==> src/rtl/wpl_pkg.sv <==
// Shared encodings for the write-protect lock controller.
// Assumes one-hot block states; neighbours decode the bit positions.
package wpl_pkg;
    typedef logic [2:0] lock_t;

    localparam lock_t LK_NONE   = 3'b000;
    localparam lock_t LK_TIGHT  = 3'b001;
    localparam lock_t LK_LOCKED = 3'b010;
    localparam lock_t LK_OPEN   = 3'b100;

    localparam logic [7:0] OP_UNLOCK     = 8'h23;
    localparam logic [7:0] OP_UNLOCK_ALL = 8'h27;
    localparam logic [7:0] OP_LOCK       = 8'h2A;
    localparam logic [7:0] OP_TIGHT      = 8'h2C;

    typedef enum logic [1:0] {
        W_OPEN  = 2'd0,
        W_LOCK  = 2'd1,
        W_TIGHT = 2'd2
    } walk_kind_e;
endpackage

==> src/rtl/wpl_addr_regs.sv <==
// First/last block address registers.
// A first-block write also copies its value into the last-block register;
// only the low ADDR_W bits of the write data are kept.
module wpl_addr_regs #(
    parameter int DATA_W = 16,
    parameter int ADDR_W = 4
) (
    input  logic              clk,
    input  logic              rst_n,
    input  logic              start_wr,
    input  logic              end_wr,
    input  logic [DATA_W-1:0] wdata,
    output logic [ADDR_W-1:0] start_q,
    output logic [ADDR_W-1:0] end_q
);
    logic [ADDR_W-1:0] wval;
    logic              unused_hi;

    assign wval      = wdata[ADDR_W-1:0];
    assign unused_hi = ^wdata[DATA_W-1:ADDR_W];

    // Register update; an end write in the same cycle overrides the copy.
    always_ff @(posedge clk) begin
        if (!rst_n) begin
            start_q <= '0;
            end_q   <= '0;
        end else begin
            if (start_wr) begin
                start_q <= wval;
                end_q   <= wval;
            end
            if (end_wr) begin
                end_q <= wval;
            end
        end
    end

    p_end_copy_r2: assert property (@(posedge clk) disable iff (!rst_n)
        (start_wr && !end_wr) |=> (end_q == start_q));

    p_start_kept_r2: assert property (@(posedge clk) disable iff (!rst_n)
        (end_wr && !start_wr) |=> $stable(start_q));
endmodule

==> src/rtl/wpl_state_array.sv <==
// Per-block lock state storage, one one-hot register per erase block.
// Assumes a single writer (the walker) and returns 3'b000 for indices
// outside the array on both read ports.
module wpl_state_array
    import wpl_pkg::*;
#(
    parameter int NUM_BLOCKS = 12,
    parameter int ADDR_W     = 4,
    parameter int IDX_W      = 5
) (
    input  logic              clk,
    input  logic              rst_n,
    input  logic              wr_en,
    input  logic [IDX_W-1:0]  wr_idx,
    input  lock_t             wr_state,
    input  logic [IDX_W-1:0]  rd_idx,
    output lock_t             rd_state,
    input  logic [ADDR_W-1:0] query_blk,
    output lock_t             query_state
);
    lock_t st [NUM_BLOCKS];

    for (genvar i = 0; i < NUM_BLOCKS; i++) begin : g_blk
        // One block's state: locked at reset, rewritten by the walker.
        always_ff @(posedge clk) begin
            if (!rst_n) begin
                st[i] <= LK_LOCKED;
            end else if (wr_en && (wr_idx == IDX_W'(i))) begin
                st[i] <= wr_state;
            end
        end

        p_state_onehot_r1: assert property (@(posedge clk) disable iff (!rst_n)
            $countones(st[i]) == 1);

        p_tight_sticky_r7: assert property (@(posedge clk) disable iff (!rst_n)
            (st[i] == LK_TIGHT) |=> (st[i] == LK_TIGHT));
    end

    // Walker read port mux.
    always_comb begin
        rd_state = LK_NONE;
        for (int i = 0; i < NUM_BLOCKS; i++) begin
            if (rd_idx == IDX_W'(i)) rd_state = st[i];
        end
    end

    // Query port mux.
    always_comb begin
        query_state = LK_NONE;
        for (int i = 0; i < NUM_BLOCKS; i++) begin
            if (query_blk == ADDR_W'(i)) query_state = st[i];
        end
    end
endmodule

==> src/rtl/wpl_walker.sv <==
// Command decoder and range walker.
// Visits one block per clock from the latched first index to the latched
// last index, applying the rule of the accepted command, and ends with a
// one-cycle done pulse. Assumes the state array answers rd_idx in the
// same cycle.
module wpl_walker
    import wpl_pkg::*;
#(
    parameter int NUM_BLOCKS = 12,
    parameter int ADDR_W     = 4,
    parameter int IDX_W      = 5
) (
    input  logic              clk,
    input  logic              rst_n,
    input  logic              cmd_valid,
    input  logic [7:0]        cmd_code,
    input  logic [ADDR_W-1:0] start_addr,
    input  logic [ADDR_W-1:0] end_addr,
    input  lock_t             cur_state,
    output logic [IDX_W-1:0]  rd_idx,
    output logic              wr_en,
    output lock_t             wr_state,
    output logic              busy,
    output logic              done,
    output logic              cmd_err,
    output lock_t             wp_status
);
    localparam logic [IDX_W-1:0] LAST_IDX  = IDX_W'(NUM_BLOCKS - 1);
    localparam logic [IDX_W-1:0] LIMIT_IDX = IDX_W'(NUM_BLOCKS);

    logic             busy_q, done_q, err_q;
    logic [IDX_W-1:0] idx_q, hi_q;
    walk_kind_e       kind_q, kind_d;
    lock_t            wp_q;
    logic             code_ok, all_d;
    logic             past_end, out_range, blocked, skip, finish;
    lock_t            target;

    // Decode the command code into a walk kind.
    always_comb begin
        code_ok = 1'b1;
        all_d   = 1'b0;
        kind_d  = W_OPEN;
        case (cmd_code)
            OP_UNLOCK:     kind_d = W_OPEN;
            OP_UNLOCK_ALL: all_d  = 1'b1;
            OP_LOCK:       kind_d = W_LOCK;
            OP_TIGHT:      kind_d = W_TIGHT;
            default:       code_ok = 1'b0;
        endcase
    end

    // Per-step decision for the block under the walk index.
    always_comb begin
        past_end  = idx_q > hi_q;
        out_range = idx_q >= LIMIT_IDX;
        blocked   = (kind_q != W_TIGHT) && (cur_state == LK_TIGHT);
        skip      = (kind_q == W_TIGHT) && (cur_state == LK_OPEN);
        case (kind_q)
            W_LOCK:  target = LK_LOCKED;
            W_TIGHT: target = LK_TIGHT;
            default: target = LK_OPEN;
        endcase
        finish = past_end || out_range || blocked;
        wr_en  = busy_q && !finish && !skip;
    end

    // Walk sequencing, completion strobes and status register.
    always_ff @(posedge clk) begin
        if (!rst_n) begin
            busy_q <= 1'b0;
            done_q <= 1'b0;
            err_q  <= 1'b0;
            idx_q  <= '0;
            hi_q   <= '0;
            kind_q <= W_OPEN;
            wp_q   <= LK_LOCKED;
        end else begin
            done_q <= 1'b0;
            err_q  <= 1'b0;
            if (!busy_q) begin
                if (cmd_valid && code_ok) begin
                    busy_q <= 1'b1;
                    kind_q <= kind_d;
                    idx_q  <= all_d ? '0 : {1'b0, start_addr};
                    hi_q   <= all_d ? LAST_IDX : {1'b0, end_addr};
                end
            end else if (finish) begin
                busy_q <= 1'b0;
                done_q <= 1'b1;
                err_q  <= !past_end && out_range;
            end else begin
                idx_q <= idx_q + 1'b1;
                if (wr_en) wp_q <= target;
            end
        end
    end

    assign rd_idx    = idx_q;
    assign wr_state  = target;
    assign busy      = busy_q;
    assign done      = done_q;
    assign cmd_err   = err_q;
    assign wp_status = wp_q;

    p_done_single_r10: assert property (@(posedge clk) disable iff (!rst_n)
        done |=> !done);

    p_done_ends_walk_r10: assert property (@(posedge clk) disable iff (!rst_n)
        done |-> (!busy && $past(busy)));

    p_err_with_done_r8: assert property (@(posedge clk) disable iff (!rst_n)
        cmd_err |-> done);

    p_wp_onehot_r3: assert property (@(posedge clk) disable iff (!rst_n)
        $countones(wp_status) == 1);

    p_bad_code_idle_r11: assert property (@(posedge clk) disable iff (!rst_n)
        (!busy && cmd_valid && !code_ok) |=> !busy);
endmodule

==> src/rtl/wp_lock_ctrl.sv <==
// Top of the per-block write-protect lock controller.
// Ties the address registers, the range walker and the state array.
// Assumes NUM_BLOCKS >= 2; indices are clog2(NUM_BLOCKS) bits wide, so
// a non-power-of-two count leaves writable indices beyond the array.
module wp_lock_ctrl
    import wpl_pkg::*;
#(
    parameter int NUM_BLOCKS = 12,
    parameter int DATA_W     = 16,
    localparam int ADDR_W    = $clog2(NUM_BLOCKS),
    localparam int IDX_W     = ADDR_W + 1
) (
    input  logic              clk,
    input  logic              rst_n,
    input  logic              start_wr,
    input  logic              end_wr,
    input  logic [DATA_W-1:0] addr_wdata,
    output logic [ADDR_W-1:0] start_addr,
    output logic [ADDR_W-1:0] end_addr,
    input  logic              cmd_valid,
    input  logic [7:0]        cmd_code,
    output logic              busy,
    output logic              done,
    output logic              cmd_err,
    output logic [2:0]        wp_status,
    input  logic [ADDR_W-1:0] query_blk,
    output logic [2:0]        query_state
);
    logic [IDX_W-1:0] walk_idx;
    logic             walk_wr;
    lock_t            walk_state, blk_state;

    wpl_addr_regs #(.DATA_W(DATA_W), .ADDR_W(ADDR_W)) u_regs (
        .clk      (clk),
        .rst_n    (rst_n),
        .start_wr (start_wr),
        .end_wr   (end_wr),
        .wdata    (addr_wdata),
        .start_q  (start_addr),
        .end_q    (end_addr)
    );

    wpl_walker #(.NUM_BLOCKS(NUM_BLOCKS), .ADDR_W(ADDR_W), .IDX_W(IDX_W)) u_walk (
        .clk        (clk),
        .rst_n      (rst_n),
        .cmd_valid  (cmd_valid),
        .cmd_code   (cmd_code),
        .start_addr (start_addr),
        .end_addr   (end_addr),
        .cur_state  (blk_state),
        .rd_idx     (walk_idx),
        .wr_en      (walk_wr),
        .wr_state   (walk_state),
        .busy       (busy),
        .done       (done),
        .cmd_err    (cmd_err),
        .wp_status  (wp_status)
    );

    wpl_state_array #(.NUM_BLOCKS(NUM_BLOCKS), .ADDR_W(ADDR_W), .IDX_W(IDX_W)) u_arr (
        .clk         (clk),
        .rst_n       (rst_n),
        .wr_en       (walk_wr),
        .wr_idx      (walk_idx),
        .wr_state    (walk_state),
        .rd_idx      (walk_idx),
        .rd_state    (blk_state),
        .query_blk   (query_blk),
        .query_state (query_state)
    );
endmodule

==> config.mk <==
export PLATFORM = sky130hd
export DESIGN_NAME = wp_lock_ctrl
export DESIGN_NICKNAME = d
export VERILOG_FILES = /design/src/rtl/wpl_pkg.sv /design/src/rtl/wpl_addr_regs.sv /design/src/rtl/wpl_state_array.sv /design/src/rtl/wpl_walker.sv /design/src/rtl/wp_lock_ctrl.sv
export SDC_FILE = /design/constraint.sdc
export NUM_CORES = 1
export LEC_CHECK = 0
export BUFFER_PORTS_ARGS = -buffer_cell sky130_fd_sc_hd__buf_2
export CELL_PAD_IN_SITES_DETAIL_PLACEMENT = 0
export CELL_PAD_IN_SITES_GLOBAL_PLACEMENT = 1
export CORE_UTILIZATION = 45
export DETAILED_ROUTE_END_ITERATION = 16
export GPL_TIMING_DRIVEN = 0
export PLACE_DENSITY = 0.88
export REMOVE_ABC_BUFFERS = 1
export SYNTH_ARGS = -nofsm -noshare
export SYNTH_HDL_FRONTEND = slang
export SYNTH_SLANG_ARGS = --single-unit
==> constraint.sdc <==
create_clock -name clk -period 3.3 [get_ports clk]
set_input_delay 0.33 -clock clk [delete_from_list [all_inputs] [get_ports clk]]
set_output_delay 0.33 -clock clk [all_outputs]
set_load 0.01 [all_outputs]
==> flow_summary.ini, run 1 <==
[timing]
timing.setup.tns_ns = 0
setup_violations = 0
skew_ns = 0.01138
slew_headroom_pct = 36.18
whs_ns = 0.2330
period_share_pct = 95.66
worst_pin_slew_ns = 0.9573
finalHoldViolations = 0
rsz0062_at_grt = no
drv_slew = 0
min_period_ns = 3.157
max_freq_ghz = 0.3168

[synthesis]
synth_compound_area_share_pct = 21.01
yosysUniqueCellTypes = 69
synth.area.top_cells = edfxtp_1, dfxtp_1, nor4_1
yosysTopAreaCell = edfxtp_1
ys_seq_elements = 61
synth_top_area_share_pct = 27.42
synth_commonest_cells = edfxtp_1, nand2_1, a21oi_1
synthSimpleGateAreaFrac_pct = 24.82
synth_top_family_by_area = simple AND/OR/NAND/NOR gates
synth_edf_count = 36
netlist_area_um2 = 3943
synth_xor_area_share_pct = 0.2222
synth_adder_area_share_pct = 3.174
synth_warnings = 0
synthArstFlopShare_pct = 0
syn_inst = 430
ys.flop_type = edfxtp_1
synthMuxAreaShare_pct = 3.269
synth-seq-area-share_pct = 40.11
avgSynthCellArea_um2 = 9.169

[routing]
routedWlPerCell_um = 18.83
drc_errors = 0
dr_total_vias = 3551
wl_mm = 10.47
drt-pass1-iter-count = 5
drtIter0Drc = 340
drt-vias-per-instance = 6.387
ant_nets = 0

[cells_and_area]
antennaDiodeCount = 0
regArea_um2 = 1587
drive_gt1_share_pct = 20.40
multiInputGateArea_um2 = 2188
post_layout_nonfiller_instances = 556
final_area_um2 = 4424
fillers = 768
syn_to_final_growth_pct = 12.22
fin_nets = 489

[hold_path]
hold_path_class = in -> reg
min_from = addr_wdata[3]

[job]
maxCapViolCount = 0

[setup_path]
reg2reg_from = u_walk.rd_idx[0]
crit_path_max_fanout = 13
cp_cell_sequence = inv_1 > ha_2 > nor3b_1 > a2111oi_2 > o32a_1 > buf_4 > o211ai_2 > o22a_4 > o21ai_4 > nor4_1
cp-end-kind = register
crit_type = reg -> reg
endpoint = u_arr.st[0][2]
crit_path_max_incr_delay_ns = 0.44
cp.arrival_ns = 3.22
critPathSlowestCell = dfxtp_2
r2r_cells = 10
r2r_slack_ns = 0.14
required_ns = 3.37
timing.critical_path.buf_inv = 2
cpLargestDelayFamily = compound AO/OA/AOI/OAI gates
r2r-end = u_arr.st[0][2]
cp-start-kind = register
cp.depth = 10
worstSetupStartpoint = u_walk.rd_idx[0]

[placed_design]
place_congestion = 0.8204
dp_cells = 535
portBuffers = 37
dpl-instance-area_um2 = 4058
dpl.hpwl_mm = 6.611

[cts]
clk_latency_ns = 0.35
cts_buffer_depth = 2
cts_made_buffers = 9
cts_root_buf = clkbuf_8
cts.clk_slew.worst_paths_ns = 0.07
htree_levels = 3
numClockSinks = 61
hold_buffers = 0
cts_tree = yes

[floorplanning]
start_util_pct = 47.27
row_count = 33
die-area_um2 = 9139
coreArea_um2 = 8341
ioPinCount = 50
dieHeight_um = 95.60
die_width_um = 95.60

[outcome]
outcome = finished clean

[grt]
overflow = 0
grt_pass1_vias = 3169
grt_usage_pct = 23.99
grt_pass1_wl_mm = 16.39
grt_antenna_before_repair = 0
grt_max_degree = 48

[pwr]
powerDensity_nw_per_um2 = 385.8
peakVddDrop_mv = 0.2355
p_leak_nw = 1.417
## per-stage QoR
stage	total power [mW]	setup WS (ns)	util (%)
floorplan	0.9428	0.09656	-
global placement	1.004	-0.5789	48.65
detailed placement	1.007	-0.6460	48.65
CTS	1.704	0.02698	51.83
global route	1.765	0.03605	53.05
finish	1.707	0.1431	53.05
## logic make-up after synthesis
logic type,count (synthesis)
compound gates,117
xor+xnor,1
fa+ha+maj,10
buf+inv,61
flops,61
mux,9
simple gates,171
## layer usage
metal	up-vias	wire length (µm)	share of wire [%]	GRT usage (%)
met2	177	4668	45	36.31
met4	0	207	2.0	11.32
met5	-	0	0	0
met1	1666	4762	45	32.85
li1	1681	-	-	-
met3	27	830	7.9	4.625
## what timing repair did
action                     CTS  global route
pin swaps                    1             3
setup buffers                0             2
gates cloned                 2             1
resized for setup           11            11
setup endpoints to repair   75            76
## registers in the layout, indices dropped and copies added (netlist names)
signal            cells
u_walk.cmd_err        1
u_walk.hi_q           4
u_walk.busy           1
u_walk.wp_status      3
u_regs.end_q          4
u_regs.start_q        4
u_arr.st             36
u_walk.kind_q         2
u_walk.rd_idx         5
u_walk.done           1
## area by class of cell
cell class	instances	share of cell area (%)
Clock buffer	14	4.638
Tap cell	105	2.969
Sequential cell	61	35.86
Inverter	24	2.036
Clock inverter	2	0.2262
Multi-Input combinational cell	311	49.46
Timing Repair Buffer	39	4.808
## power breakdown
group	leakage, nW	switching (mW)	internal, mW	total [mW]
clock network	0.113	0.300	0.403	0.703
registers	0.533	0.0159	0.821	0.837
logic	0.771	0.102	0.0640	0.166
total	1.42	0.418	1.29	1.71
## worst reg2reg max path: stages (launching register included)
cell	delay [ns]
dfxtp_2	0.44
inv_1	0.17
ha_2	0.33
nor3b_1	0.19
a2111oi_2	0.40
o32a_1	0.29
buf_4	0.13
o211ai_2	0.07
o22a_4	0.32
o21ai_4	0.42
nor4_1	0.12
## how the worst min path moves through the flow
| stage | cells past startpoint | to | slack (ns) |
|---|---|---|---|
| finish | 3 | u_regs.start_q[3] | 0.23 |
| CTS | 3 | u_regs.start_q[0] | 0.22 |
| global route | 3 | u_regs.start_q[2] | 0.24 |
| detailed placement | 2 | u_walk.hi_q[2] | 0.45 |
| global placement | 2 | u_walk.hi_q[2] | 0.45 |
| floorplan | 1 | u_walk.wp_status[1] | 0.42 |
## layout by cell type, fill, tap and decap left out, types with 5 or more instances in the layout
master    instances
buf_2            37
nor3b_1           6
nand3b_1         14
nor3_1           12
o21ai_0          11
nor4_1           26
clkbuf_8         11
nand2b_1          9
inv_1            22
dfxtp_1          21
or4_1            13
a21oi_1          30
o21a_1            7
o31ai_1           5
nor2b_1           8
edfxtp_1         36
nand2_1          36
mux2i_1           5
nor2_1           22
ha_1              6
a211oi_1          6
o21ai_1          10
nand3_1           7
Note: power is estimated with default switching activity, not from simulation.
==> inputs of run 2 (changes only) <==
--- a/config.mk
+++ b/config.mk
@@ -11,8 +11,9 @@
 export CORE_UTILIZATION = 45
 export DETAILED_ROUTE_END_ITERATION = 16
 export GPL_TIMING_DRIVEN = 0
-export PLACE_DENSITY = 0.88
+export PLACE_DENSITY = 0.87
 export REMOVE_ABC_BUFFERS = 1
 export SYNTH_ARGS = -nofsm -noshare
 export SYNTH_HDL_FRONTEND = slang
+export SYNTH_HIERARCHICAL = 1
 export SYNTH_SLANG_ARGS = --single-unit
==> run 2 against run 1 <==
Maximum frequency down 1.7%. Largest power group unchanged. Highest routed layer unchanged. Register-to-register slack worse by 0.05 ns. Die area down 5.7%. Clock-buffer cell count down 3.
==> flow_summary.ini, run 2 <==
[floorplanning]
coreArea_um2 = 7848
die-area_um2 = 8616
ioPinCount = 50
die_width_um = 92.83
dieHeight_um = 92.83
row_count = 32
start_util_pct = 47.31

[job]
maxCapViolCount = 0

[synthesis]
synth-seq-area-share_pct = 42.60
synth_commonest_cells = edfxtp_1, and3_1, dfxtp_1
synthArstFlopShare_pct = 0
netlist_area_um2 = 3712
synth_most_common_cell = edfxtp_1
synth_top_area_share_pct = 29.12
yosysTopAreaCell = edfxtp_1
ys_seq_elements = 61
synth_warnings = 6
yosysUniqueCellTypes = 71
avgSynthCellArea_um2 = 9.847
syn_inst = 377
ys.flop_type = edfxtp_1
synth.area.top_cells = edfxtp_1, dfxtp_1, and3_1
synth_edf_count = 36

[setup_path]
crit_type = reg -> reg
cp.arrival_ns = 3.22
cpLargestDelayFamily = simple AND/OR/NAND/NOR gates
critPathSlowestCell = or4_4
cp-end-kind = register
required_ns = 3.30
cp_cell_sequence = and2b_4 > nor2_2 > or4_4 > o211ai_2 > o41a_1 > o211ai_1 > a31oi_4 > nor3b_4 > nand2b_1 > o21ai_1
crit_path_max_fanout = 9
cp-start-kind = register
crit_path_max_incr_delay_ns = 0.52
timing.critical_path.buf_inv = 0

[grt]
grt_pass1_vias = 2818
grt_max_degree = 37
overflow = 0
grt_usage_pct = 20.99
grt_pass1_wl_mm = 13.99
grt_antenna_before_repair = 0

[hold_path]
hold_path_class = in -> reg

[cts]
cts_tree = yes
htree_levels = 3
cts_made_buffers = 9
numClockSinks = 61
cts_root_buf = clkbuf_8
cts.clk_slew.worst_paths_ns = 0.07
clk_latency_ns = 0.33
cts_buffer_depth = 2

[cells_and_area]
post_layout_nonfiller_instances = 525
antennaDiodeCount = 0
syn_to_final_growth_pct = 14.86
regMostFlops = u_arr/st
largest_reg_flops = 36
fillers = 722
final_common_cell = buf_2
final_cell_mix = buf_2, edfxtp_1, and3_1
fin_nets = 459
final_util_pct = 54.34
drive_gt1_share_pct = 23.17

[placed_design]
place_congestion = 0.8533
dp_cells = 495
dpl.hpwl_mm = 6.196
portBuffers = 37

[routing]
dr_total_vias = 3076
drt-pass1-iter-count = 4
ant_nets = 0
drc_errors = 0
routedWlPerCell_um = 17.42
drtIter0Drc = 232
wl_mm = 9.145
drt-vias-per-instance = 5.859

[pwr]
powerDensity_nw_per_um2 = 381.3
p_leak_nw = 1.596
peakVddDrop_mv = 0.2643

[timing]
min_period_ns = 3.211
rsz0062_at_grt = yes
period_share_pct = 97.30
max_freq_ghz = 0.3115
finalHoldViolations = 0
setup_violations = 0
worst_pin_slew_ns = 0.7644
drv_slew = 0
whs_ns = 0.2732
skew_ns = 0.008113
slew_headroom_pct = 48.62

[outcome]
outcome = finished clean
-- run 2: cell count changes in the layout (fill, tap and decap cells not counted), sizes merged, moves of 7 or more --
| cell | before | now |
|---|---|---|
| nand3b | 14 | 2 |
| nor4 | 26 | 1 |
| mux2i | 5 | 14 |
| o31ai | 8 | 1 |
| o21a | 7 | 0 |
| buf | 39 | 51 |
| o211ai | 4 | 13 |
| nand2 | 36 | 22 |
| a21oi | 32 | 16 |
| and3 | 1 | 27 |
| nor3b | 6 | 13 |
-- run 2: logic make-up after synthesis --
kind of cell             synth area share (%)
multiplexers                            6.505
AND/OR/NAND/NOR                         25.18
XOR/XNOR                               0.7079
adder cells (fa/ha/maj)                 2.696
AO/OA/AOI/OAI                           17.26
flip-flops                              42.60
buffers and inverters                   5.055
-- run 2: worst reg2reg max path, delay by kind of cell (launching register included) --
family          cells  cell delay [ns]
compound gates      5             1.15
flops               1             0.38
simple gates        5             1.34
-- run 2: final cells by class --
type	instances	area (µm²)	area share [%]
multi-input cells	276	1973	46.27
clock inverters	5	51.30	1.203
repair buffers	51	301.5	7.072
inverters	19	71.32	1.673
well taps	102	127.6	2.993
flip-flops and latches	61	1598	37.47
clock buffers	11	141.4	3.316
-- run 2: report_power, final --
part           total [mW]  internal (mW)  leakage (nW)  switching (mW)
sequential          0.834          0.819         0.536          0.0154
clock               0.644          0.364        0.0967           0.280
combinational       0.147         0.0627         0.964          0.0843
total                1.63           1.25          1.60           0.380
-- run 2: metrics by stage --
stage,area (µm²),worst slack (ns),total power [mW],setup TNS (ns)
6_report,4264,0.08922,1.626,0
2_1_floorplan,3596,-0.2009,0.9289,-6.728
5_1_grt,4264,-0.04120,1.678,-0.4265
4_1_cts,4168,0.008319,1.634,0
3_3_place_gp,3909,-1.060,0.9892,-70.13
3_5_place_dp,3909,-1.158,0.9933,-76.86
-- run 2: routing by layer --
| metal | share of wire (%) | up-vias | wire length [µm] | global-route usage [%] |
|---|---|---|---|---|
| li1 | - | 1501 | - | - |
| met1 | 44 | 1438 | 4011 | 25.52 |
| met2 | 49 | 114 | 4453 | 36.34 |
| met3 | 4.9 | 23 | 445 | 3.284 |
| met4 | 2.6 | 0 | 235 | 9.487 |
| met5 | 0 | - | 0 | 0 |
-- run 2: what timing repair did --
item	in CTS	in global routing
hold buffers	0	0
buffers inserted	4	10
resized for setup	12	4
endpoints found under the setup margin	80	72
pin swaps	1	2
-- run 2: final timing paths --
kind                                  startpoint               to  slack [ns]  cells after the start
worst max-delay path            u_walk/rd_idx[2]   u_arr/st[0][4]        0.09                     10
worst min-delay path               addr_wdata[1]  u_regs/end_q[1]        0.27                      3
worst max register to register  u_walk/rd_idx[2]   u_arr/st[0][4]        0.09                     10
worst min register to register    u_walk/hi_q[2]   u_walk/hi_q[2]        0.46                      2
